`config.mk`:
```
export PLATFORM = sky130hd
export DESIGN_NAME = moore4_ctrl
export DESIGN_NICKNAME = d
export VERILOG_FILES = /design/src/rtl/moore4_pkg.sv /design/src/rtl/moore4_next.sv /design/src/rtl/moore4_streg.sv /design/src/rtl/moore4_out.sv /design/src/rtl/moore4_ctrl.sv
export SDC_FILE = /design/constraint.sdc
export NUM_CORES = 1
export LEC_CHECK = 0
export BUFFER_PORTS_ARGS = -buffer_cell sky130_fd_sc_hd__buf_2
export CORE_AREA = 2 2 39 41
export DETAILED_ROUTE_END_ITERATION = 8
export DIE_AREA = 0 0 41 43
export GPL_ROUTABILITY_DRIVEN = 0
export PLACE_DENSITY = 0.32
export SLEW_MARGIN = 15
export SYNTH_ARGS = -nofsm -noshare
export SYNTH_HDL_FRONTEND = slang
export SYNTH_SLANG_ARGS = --single-unit
export TNS_END_PERCENT = 1
```
`constraint.sdc`:
```
create_clock -name clk -period 1.1 [get_ports clk]
set_clock_uncertainty 0.05 [all_clocks]
set_input_delay 0.165 -clock clk [delete_from_list [all_inputs] [get_ports clk]]
set_output_delay 0.165 -clock clk [all_outputs]
set_load 0.01 [all_outputs]
```
`src/rtl/moore4_pkg.sv`:
```
package moore4_pkg;
    localparam int STATE_W = 2;

    typedef enum logic [STATE_W-1:0] {
        ST_REST  = 2'd0,
        ST_ARMED = 2'd1,
        ST_HOLD  = 2'd2,
        ST_TAIL  = 2'd3
    } state_t;
endpackage

```
`src/rtl/moore4_next.sv`:
```
module moore4_next
    import moore4_pkg::*;
(
    input  state_t cur_st,
    input  logic   a_in,
    output state_t nxt_st
);
    always_comb begin
        nxt_st = cur_st;
        unique case (cur_st)
            ST_REST:  nxt_st = a_in ? ST_ARMED : ST_REST;
            ST_ARMED: nxt_st = a_in ? ST_ARMED : ST_REST;
            ST_HOLD:  nxt_st = a_in ? ST_HOLD  : ST_ARMED;
            ST_TAIL:  nxt_st = a_in ? ST_HOLD  : ST_REST;
        endcase
    end
endmodule

```
`src/rtl/moore4_streg.sv`:
```
module moore4_streg
    import moore4_pkg::*;
(
    input  logic               clk,
    input  logic               rst,
    input  logic               load_en,
    input  logic [STATE_W-1:0] load_code,
    input  state_t             nxt_st,
    output state_t             cur_st
);
    always_ff @(posedge clk) begin
        if (rst)
            cur_st <= ST_REST;
        else if (load_en)
            cur_st <= state_t'(load_code);
        else
            cur_st <= nxt_st;
    end
endmodule

```
`src/rtl/moore4_out.sv`:
```
module moore4_out
    import moore4_pkg::*;
(
    input  state_t cur_st,
    output logic   z
);
    always_comb begin
        z = 1'b0;
        unique case (cur_st)
            ST_REST:  z = 1'b1;
            ST_ARMED: z = 1'b0;
            ST_HOLD:  z = 1'b0;
            ST_TAIL:  z = 1'b1;
        endcase
    end
endmodule

```
`src/rtl/moore4_ctrl.sv`:
```
module moore4_ctrl
    import moore4_pkg::*;
(
    input  logic               clk,
    input  logic               rst,
    input  logic               a_in,
    input  logic               preload_en,
    input  logic [STATE_W-1:0] preload_state,
    output logic               z_out,
    output logic [STATE_W-1:0] state_dbg
);
    state_t cur_st;
    state_t nxt_st;

    moore4_next u_next (
        .cur_st (cur_st),
        .a_in   (a_in),
        .nxt_st (nxt_st)
    );

    moore4_streg u_reg (
        .clk       (clk),
        .rst       (rst),
        .load_en   (preload_en),
        .load_code (preload_state),
        .nxt_st    (nxt_st),
        .cur_st    (cur_st)
    );

    moore4_out u_out (
        .cur_st (cur_st),
        .z      (z_out)
    );

    assign state_dbg = cur_st;
endmodule

```
# Word level (Yosys, flattened, before mapping)
# Cells that the tools add are included.
# W data, S select, Z words.
# totals
register_bits	2
# op_classes
n_mux	6
eq_ne	3
reduce_logical	4
# op_table
operator	count
$mux W2	3
$pmux W2 S3	1
$reduce_or A2 Y1	3
$eq A2 B2 Y1 const B	2
$eq A2 B1 Y1 const B	1
$logic_not A2 Y1	1
$pmux W1 S2	1
$mux W1	1

# Longest topological paths before layout
# Gate-level depths: netlist of run 1.
# logic_depth
word_depth	4
ltp_mapped	5

# Cells and area by module
# A second synthesis of run 1 with hierarchy kept.
# unflattened
hier_cells	10
hier_area_um2	98.8
# by_module_without_submodules
module	area_per_inst_um2	cells_each	instances	seq_area_each_um2
moore4_streg	67.6	6	1	40.0
moore4_next	22.5	3	1	0.0
moore4_out	8.8	1	1	0.0

# Worst setup path before layout of run 1
# No wires, ideal clock.
# synth_path
path_type	flip-flop to flip-flop
start	register u_reg.cur_st[1]
end	register u_reg.cur_st[1]
path_slack_ns	-0.076
setup_time_ns	0.066
t_arrival_ns	1.060
required_ns	0.984
stages_incl_launch_ff	5
path_cell_list	dfxtp_1 > ha_1 > nor2_1 > or3b_1 > a21oi_2
# synth_via
elab_chain_len	4
elab_cells_between_ends	7
classes_between	eq/ne: 3; mux: 2; reduce/logical: 2
# synth_lines
element	line	source
start: declaration	moore4_streg.sv:9	output state_t cur_st
start signal: assignment	moore4_streg.sv:15	cur_st <= state_t'(load_code);
start signal: assignment	moore4_streg.sv:17	cur_st <= nxt_st;
$eq A2 B1 Y1 / $logic_not A2 Y1 (equally long branches)	moore4_next.sv:10	unique case (cur_st)
$reduce_or A2 Y1 (no line)	n/a	
$pmux W2 S3 *	moore4_next.sv:10	
$mux W2 *	moore4_streg.sv:14	else if (load_en)
# Every way passes the cells marked *; elsewhere a longest branch is shown, timed or not.
# A chain may end at the register's enable or synchronous reset.

# Worst setup path in the final report of run 1
# layout_path
start	register u_reg.cur_st[0]
end	output z_out
# layout_via
elab_chain_len	3
elab_cells_between_ends	7
classes_between	eq/ne: 3; mux: 1; reduce/logical: 3
# layout_lines
element	line	source
$eq A2 B2 Y1 (tied with other cells)	moore4_out.sv:9	unique case (cur_st)
$reduce_or A2 Y1 (no line)	n/a	
$pmux W1 S2 *	moore4_out.sv:9	
end: declaration	moore4_ctrl.sv:9	output logic z_out,
# Marked as above.

==> impl_metrics.tcl, run 1 <==
set metrics [dict create \
    setup_viol 2 \
    fp.coreArea_um2 1380 \
    numCtsBuffers 3 \
    clk_pin_slew_ps 30 \
    violations "setup timing" \
    grt_pass1_vias 131 \
    synth_warnings 0 \
    cap_viol_max_count 0 \
    crit_fanout 3 \
    synth_edf_count 0 \
    leakage_nw 0.122 \
    clock.fmax_ghz 0.858 \
    largest_register_ffs 2 \
    die_w_um 41 \
    setup_ws_ps -65.0 \
    diodes 0 \
    ys_async_sr_fraction 0 \
    clockRootBuffer "clkbuf_4" \
    layout.nets 37 \
    first_pass_iters 2 \
    ir_worst_vdd_v 0.000349 \
    worst_pin_slew_ps 204 \
    synth-seq-cells 2 \
    slew_headroom 0.864 \
    overflow 0 \
    synth_top_cell_area_share 0.337 \
    synth_cell_types 9 \
    p_per_area_nw_per_um2 1250 \
    grt_pass1_wl_um 503 \
    netlist_top_cells_area "dfxtp_1, ha_1, inv_1" \
    via_per_inst 3.14 \
    drt_iter0_markers 1 \
    synth_common_cells "inv_1, dfxtp_1, ha_1, nand2_1" \
    synth_ff_type "dfxtp_1" \
    rows 14 \
    worstPathArrival_ps 950 \
    synth_area_um2 119 \
    critPathLaunchType "flop" \
    drt.antenna.violating_nets 0 \
    gr-usage-all-layers 0.0501 \
    top_regs "u_reg.cur_st: 2 flops" \
    die_h_um 43 \
    syn-num-nets 22 \
    synth.most_common_cell "inv_1" \
    clkLatencyLatePin_ps 220 \
    hold_viol 0 \
    cp.required_ps 880 \
    wl_per_cell_um 7.93 \
    io_pins 9 \
    timing.final.max_slew_violations 0 \
    antenna_found_initial 0 \
    area_growth_pct 104 \
    routed_wl_um 341 \
    drc 0 \
    cts_max_level 1 \
    synthCells 14 \
    rsz0062_at_grt "true" \
    status "finished, violations left" \
    crit_type "reg2out" \
    seq_area_frac_synth 0.337 \
    syn_avg_cell_area_um2 8.49 \
    clockBufferDepth 2 \
    fin_crit_ps 1170 \
    synth_top_area_cell "dfxtp_1" \
    end_kind "output pin" \
    p_total_mw 0.303 \
    vias 135 \
    period_share 1.06 \
    cts_setup_buffers 0 \
    drive_above_1_share 0.704 \
    clock-sinks 2 \
    initial_core_util 0.0859 \
    die-area_um2 1760 \
    largest_register "u_reg.cur_st" \
    tritoncts "yes" \
    hold_class "in2reg" \
    port_buffers 8 \
    grt_max_degree 5 \
    tns_ps -120 \
]
==> stage by stage <==
stage                      util  setup slack [ps]  instances  instance area (um2)  hold slack (ps)
final                     0.175             -65.0         43                  243             63.3
after CTS                 0.172             -71.7         43                  238             55.0
after global placement    0.142             -70.5         40                  196              288
after detailed placement  0.142             -69.1         40                  196              291
after floorplan               -             -48.2         14                  121              170
after global routing      0.175              -105         43                  243             45.5
==> final timing paths <==
check | depth (start not counted) | slack (ps) | from | end
worst max-delay path | 3 | -70 | u_reg.cur_st[0] | z_out
worst min-delay path | 2 | 60 | rst | u_reg.cur_st[1]
worst max register to register | 5 | -70 | u_reg.cur_st[0] | u_reg.cur_st[1]
worst min register to register | 4 | 620 | u_reg.cur_st[1] | u_reg.cur_st[0]
==> report_power, final <==
part / switching [mW] / internal, mW
Sequential: 0.00512 / 0.0775
Combinational: 0.0259 / 0.0353
Clock: 0.0387 / 0.120
Total: 0.0698 / 0.233
==> worst max-delay path: stages, from the launching register on <==
cell     delay [ps]
dfxtp_2         340
inv_2            50
ha_4            250
buf_6            90
==> cell families (layout without fill, tap and decap cells) <==
logic type | after synthesis | after routing | share of synthesized area
and+or+nand+nor | 4 | 4 | 0.168
AOI/OAI and AO/OA | 3 | 3 | 0.189
buffers and inverters | 3 | 16 | 0.0947
adders and majority gates | 2 | 2 | 0.210
DFF | 2 | 2 | 0.337
==> cell usage in the layout (no fill, tap or decap) <==
master	netlist	layout
a21oi_1	1	1
a21oi_2	1	1
a221oi_1	1	1
buf_2	0	7
buf_4	0	2
buf_6	0	1
clkbuf_4	0	3
dfxtp_2	0	1
dfxtp_4	0	1
ha_1	2	1
ha_4	0	1
inv_1	3	2
inv_2	0	1
nand2_1	2	2
nor2_2	0	1
or3b_1	1	1
==> routing by layer <==
| metal | routed length [um] | global-route usage |
|---|---|---|
| met1 | 160 | 0.0605 |
| met2 | 99 | 0.0344 |
| met3 | 81 | 0.0733 |
| met4 | 0 | 0.0400 |
| met5 | 0 | 0 |
==> layout make-up <==
type	count	area, um2
Sequential cell	2	45.0
Fill cell	153	1140
Multi-Input combinational cell	9	82.6
Inverter	3	11.3
Tap cell	16	20.0
Clock buffer	3	22.5
Timing Repair Buffer	10	61.3
==> what timing repair did <==
item | in CTS | in global routing
resized for setup | 3 | 2
pin swaps | 1 | 1
endpoints found under the setup margin | 3 | 3
endpoints found under the hold margin | 0 | 0
hold buffers | 0 | 0
Power figures use the tool's default switching activity.
==> inputs of run 2 (changes only) <==
--- a/config.mk
+++ b/config.mk
@@ -10,7 +10,7 @@
 export DETAILED_ROUTE_END_ITERATION = 8
 export DIE_AREA = 0 0 41 43
 export GPL_ROUTABILITY_DRIVEN = 0
-export PLACE_DENSITY = 0.32
+export PLACE_DENSITY = 0.31
 export SLEW_MARGIN = 15
 export SYNTH_ARGS = -nofsm -noshare
 export SYNTH_HDL_FRONTEND = slang
==> constraint.sdc (replaced) <==
create_clock -name clk -period 1.2 [get_ports clk]
set_clock_uncertainty 0.05 [all_clocks]
set_input_delay 0.18 -clock clk [delete_from_list [all_inputs] [get_ports clk]]
set_output_delay 0.18 -clock clk [all_outputs]
set_load 0.01 [all_outputs]
==> run 2 against run 1 <==
Net effect:
- the run still ends with setup timing left
- sequential cell count is the same
- clock-buffer cell count is the same
- critical path depth grew 2
- routed wire length grew 2.3%
- global-route usage grew 1.3 points
==> impl_metrics.tcl, run 2 (same netlist as run 1, synthesis figures left out) <==
set metrics [dict create \
    status "finished, violations left" \
    violations "setup timing" \
    diodes 0 \
    top_regs "u_reg.cur_st: 2 flops" \
    die_w_um 41 \
    preCtsSetupSlack_ps 42.1 \
    p_per_area_nw_per_um2 1140 \
    setup_viol 1 \
    crit_fanout 2 \
    rsz0062_at_grt "true" \
    clock.fmax_ghz 0.823 \
    r2r_start "u_reg.cur_st[0]" \
    nFillCells 147 \
    p_total_mw 0.284 \
    setup_ws_ps -15.6 \
    drc 0 \
    r2r-end "u_reg.cur_st[1]" \
    drive_above_1_share 0.731 \
    worst_pin_slew_ps 205 \
    clockBufferDepth 2 \
    timing.final.max_slew_violations 0 \
    hold-path-endpoint "u_reg.cur_st[1]" \
    end_kind "flop" \
    largest_register "u_reg.cur_st" \
    crit_type "reg2reg" \
    rrSetupSlack_ps -20 \
    final_common_cell "buf_2" \
    hold_viol 0 \
    r2r_cells 5 \
    ir_worst_vdd_v 0.000651 \
    clock-sinks 2 \
    cp.required_ps 1300 \
    wl_per_cell_um 8.31 \
    antenna_found_initial 0 \
    whs_path_depth 2 \
    clk_pin_slew_ps 30 \
    drt_iter0_markers 4 \
    fin_crit_ps 1220 \
    initial_core_util 0.0859 \
    cap_viol_max_count 0 \
    io_pins 9 \
    holdCritStartpoint "rst" \
    gr-usage-all-layers 0.0631 \
    cts_hold_buf 0 \
    drt.antenna.violating_nets 0 \
    hold_ws_ps 73.1 \
    fp.coreArea_um2 1380 \
    hold_class "in2reg" \
    die-area_um2 1760 \
    die_h_um 43 \
    area_growth_pct 109 \
    numCtsBuffers 3 \
    layout.nets 36 \
    grt_pass1_wl_um 614 \
    cts_max_level 1 \
    slew_headroom 0.864 \
    layout.cells.most_common_list "buf_2, clkbuf_4" \
    first_pass_iters 2 \
    rows 14 \
    period_share 1.01 \
    critPathLaunchType "flop" \
    tritoncts "yes" \
    leakage_nw 0.116 \
    grt_max_degree 5 \
    clkLatencyLatePin_ps 230 \
    clockRootBuffer "clkbuf_4" \
    via_per_inst 3.36 \
    grt_pass1_vias 153 \
    largest_register_ffs 2 \
    overflow 0 \
    worstPathArrival_ps 1320 \
    routed_wl_um 349 \
    port_buffers 8 \
    vias 141 \
]
## run 2: critical path, stage by stage, from the launching register on
cell and delay (ps):
dfxtp_2 330, buf_6 100, ha_4 120, nor2_2 30, or3b_1 380, a21oi_2 130
## run 2: power by group
| part | internal, mW | switching [mW] |
|---|---|---|
| registers | 0.0724 | 0.00523 |
| logic | 0.0332 | 0.0255 |
| clock network | 0.110 | 0.0380 |
| total | 0.216 | 0.0686 |
## run 2: repair_timing
action                     4_1_cts  5_1_grt
buffers inserted                 1        0
gates resized for setup          4        5
pin swaps                        1        4
setup endpoints to repair        1        3
cloned                           0        0
## run 2: per-stage QoR
stage          TNS, ps  cells  area (um2)   util
3_3_place_gp         0     38         179  0.129
3_5_place_dp         0     38         179  0.129
2_1_floorplan        0     14         119      -
4_1_cts          -4.22     42         224  0.162
6_report         -15.6     42         249  0.180
5_1_grt          -71.7     42         249  0.180
## run 2: how the worst max path moves through the flow
stage	start	endpoint	slack, ps	cells past startpoint
6_report	u_reg.cur_st[0]	u_reg.cur_st[1]	-20	5
5_1_grt	u_reg.cur_st[0]	u_reg.cur_st[1]	-50	5
4_1_cts	u_reg.cur_st[0]	u_reg.cur_st[1]	-4	5
3_5_place_dp	u_reg.cur_st[0]	u_reg.cur_st[1]	40	5
3_3_place_gp	u_reg.cur_st[0]	u_reg.cur_st[1]	40	5
2_1_floorplan	u_reg.cur_st[1]	u_reg.cur_st[1]	20	4
## run 2: area by class of cell
class | count | area, um2 | share of cell area
timing repair buffer | 9 | 57.6 | 0.231
inverter | 3 | 11.3 | 0.0452
multi-input combinational | 9 | 95.1 | 0.382
tap | 16 | 20.0 | 0.0804
sequential | 2 | 42.5 | 0.171
clock buffer | 3 | 22.5 | 0.0905
## run 2: per-layer routing
layer  global-route usage  up-vias  wire, um
met4               0.0400        0         0
met3               0.0942        0        63
met1               0.0828       59       190
li1                     -       71         -
met2               0.0406       11        95
met5                    0        -         0
==> inputs of run 3 (changes only) <==
--- a/config.mk
+++ b/config.mk
@@ -10,9 +10,10 @@
 export DETAILED_ROUTE_END_ITERATION = 8
 export DIE_AREA = 0 0 41 43
 export GPL_ROUTABILITY_DRIVEN = 0
-export PLACE_DENSITY = 0.31
+export PLACE_DENSITY = 0.3
 export SLEW_MARGIN = 15
 export SYNTH_ARGS = -nofsm -noshare
 export SYNTH_HDL_FRONTEND = slang
+export SYNTH_HIERARCHICAL = 1
 export SYNTH_SLANG_ARGS = --single-unit
 export TNS_END_PERCENT = 1
==> run 3 against run 2 <==
Net effect:
- the run now ends clean
- synthesized cell count shrank 29%
- total power shrank 8.4%
- non-clock buffer count decreased by 1
- routed wire length fell by 18%
- combinational power down 38%
- register-to-register slack gained 350 ps
- sequential share of layout area is 5.0 points higher
- die area unchanged
- worst hold slack improved by 9.0 ps
- critical path type is now reg2out
==> impl_metrics.tcl, run 3 <==
set metrics [dict create \
    status "complete, no violations" \
    synth_cell_types 6 \
    syn-num-nets 16 \
    overflow 0 \
    largest_register_ffs 2 \
    synthAdderAreaFrac 0 \
    clock.fmax_ghz 0.903 \
    slew_headroom 0.889 \
    tritoncts "yes" \
    antenna_found_initial 0 \
    worst_pin_slew_ps 167 \
    switching_share 0.223 \
    drive_above_1_share 0.524 \
    tns_ps 0 \
    synthCells 10 \
    grt_pass1_vias 128 \
    clockPowerShare 0.570 \
    setup_ws_ps 92.3 \
    drc 0 \
    cap_viol_max_count 0 \
    timing.final.max_slew_violations 0 \
    worstPathArrival_ps 880 \
    area_growth_pct 83.5 \
    drt_iter0_markers 5 \
    clockBufferDepth 2 \
    ys_async_sr_fraction 0 \
    synth_top_cell_area_share 0.405 \
    power.switching_mw 0.0581 \
    synth_common_cells "mux2i_1, dfxtp_1, nor2_1" \
    diodes 0 \
    cts_max_level 1 \
    cts_hold_buf 0 \
    ir_worst_vdd_v 0.000175 \
    io_pins 9 \
    hold_class "in2reg" \
    final_area_um2 181 \
    p_int_mw 0.202 \
    final_common_cell "buf_2" \
    numCtsBuffers 3 \
    synthSimpleGateAreaFrac 0.203 \
    largest_register "u_reg/cur_st" \
    critPathLaunchType "flop" \
    clk_pin_slew_ps 30 \
    vias 104 \
    routed_wl_um 287 \
    die_h_um 43 \
    crit_type "reg2out" \
    muxShareOfSynthArea 0.304 \
    die_w_um 41 \
    cts_setup_buffers 0 \
    cp.required_ps 970 \
    synth.most_common_cell "mux2i_1" \
    final_core_util 0.131 \
    leakage_nw 0.0903 \
    comb_power_share 0.140 \
    grt_pass1_wl_um 448 \
    synth_xor_area_frac 0.0886 \
    clockRootBuffer "clkbuf_4" \
    netlist_top_cells_area "dfxtp_1, mux2i_1, xnor2_1" \
    grt_max_degree 6 \
    synth_warnings 6 \
    die-area_um2 1760 \
    preCtsSetupSlack_ps 325 \
    setup_viol 0 \
    port_buffers 8 \
    syn_avg_cell_area_um2 9.88 \
    period_share 0.923 \
    synth_ff_type "dfxtp_1" \
    p_total_mw 0.260 \
    clock-sinks 2 \
    layout.cells.most_common_list "buf_2, clkbuf_4, mux2i_1" \
    end_kind "output pin" \
    cts_resized 0 \
    layout.nets 29 \
    synth-seq-cells 2 \
    crit_fanout 5 \
    wl_per_cell_um 7.76 \
    hold_viol 0 \
    p_per_area_nw_per_um2 1440 \
    synth_compound_area_frac 0 \
    rows 14 \
    seq_area_frac_synth 0.405 \
    dpl_cell_area_um2 159 \
    initial_core_util 0.0714 \
    synth_top_family_by_area "multiplexers" \
    fp.coreArea_um2 1380 \
    clkLatencyLatePin_ps 220 \
    via_per_inst 2.81 \
    first_pass_iters 4 \
    top_regs "u_reg/cur_st: 2 flops" \
    synth_edf_count 0 \
    drt.antenna.violating_nets 0 \
    rsz0062_at_grt "false" \
    fin_crit_ps 1110 \
    p_seq_frac 0.290 \
    synth_top_area_cell "dfxtp_1" \
    synth_area_um2 98.8 \
    gr-usage-all-layers 0.0461 \
]
==> run 3: cell type report <==
| type | count | area, um2 |
|---|---|---|
| repair buffers | 8 | 40.0 |
| fillers | 160 | 1200 |
| well taps | 16 | 20.0 |
| multi-input cells | 8 | 58.8 |
| flip-flops and latches | 2 | 40.0 |
| clock buffers | 3 | 22.5 |
==> run 3: worst paths after layout <==
path              startpoint         endpoint  slack [ps]  cells after the start
max          u_reg/cur_st[1]            z_out          90                      2
min                      rst  u_reg/cur_st[1]          80                      2
max reg2reg  u_reg/cur_st[1]  u_reg/cur_st[0]         330                      4
min reg2reg  u_reg/cur_st[1]  u_reg/cur_st[0]         640                      3
==> run 3: critical path, stage by stage (launching register included) <==
cell and delay (ps):
dfxtp_1 390, xnor2_1 130, buf_2 140
==> run 3: cell families (layout without fill, tap and decap cells) <==
family	count (synthesis)	count (layout)
xor+xnor	1	1
buf+inv	0	11
flops	2	2
mux	3	3
simple gates	4	4
==> run 3: per-stage QoR <==
step	hold WS [ps]	instances
floorplan	202	10
global route	87.7	37
CTS	71.9	37
global placement	308	34
detailed placement	312	34
finish	82.2	37
==> run 3: power by group through the flow <==
stage / sequential [mW] / combinational [mW] / clock, mW
2_1_floorplan: 0.0779 / 0.0156 / 0
6_report: 0.0756 / 0.0365 / 0.148
4_1_cts: 0.0755 / 0.0367 / 0.160
5_1_grt: 0.0761 / 0.0410 / 0.155
3_3_place_gp: 0.0758 / 0.0363 / 0
3_5_place_dp: 0.0764 / 0.0366 / 0
==> run 3: metal layers <==
layer	wire length, um	up-vias	GRT usage
li1	-	55	-
met1	151	40	0.0447
met2	95	9	0.0438
met3	39	0	0.0314
met4	0	0	0.0800
met5	0	-	0
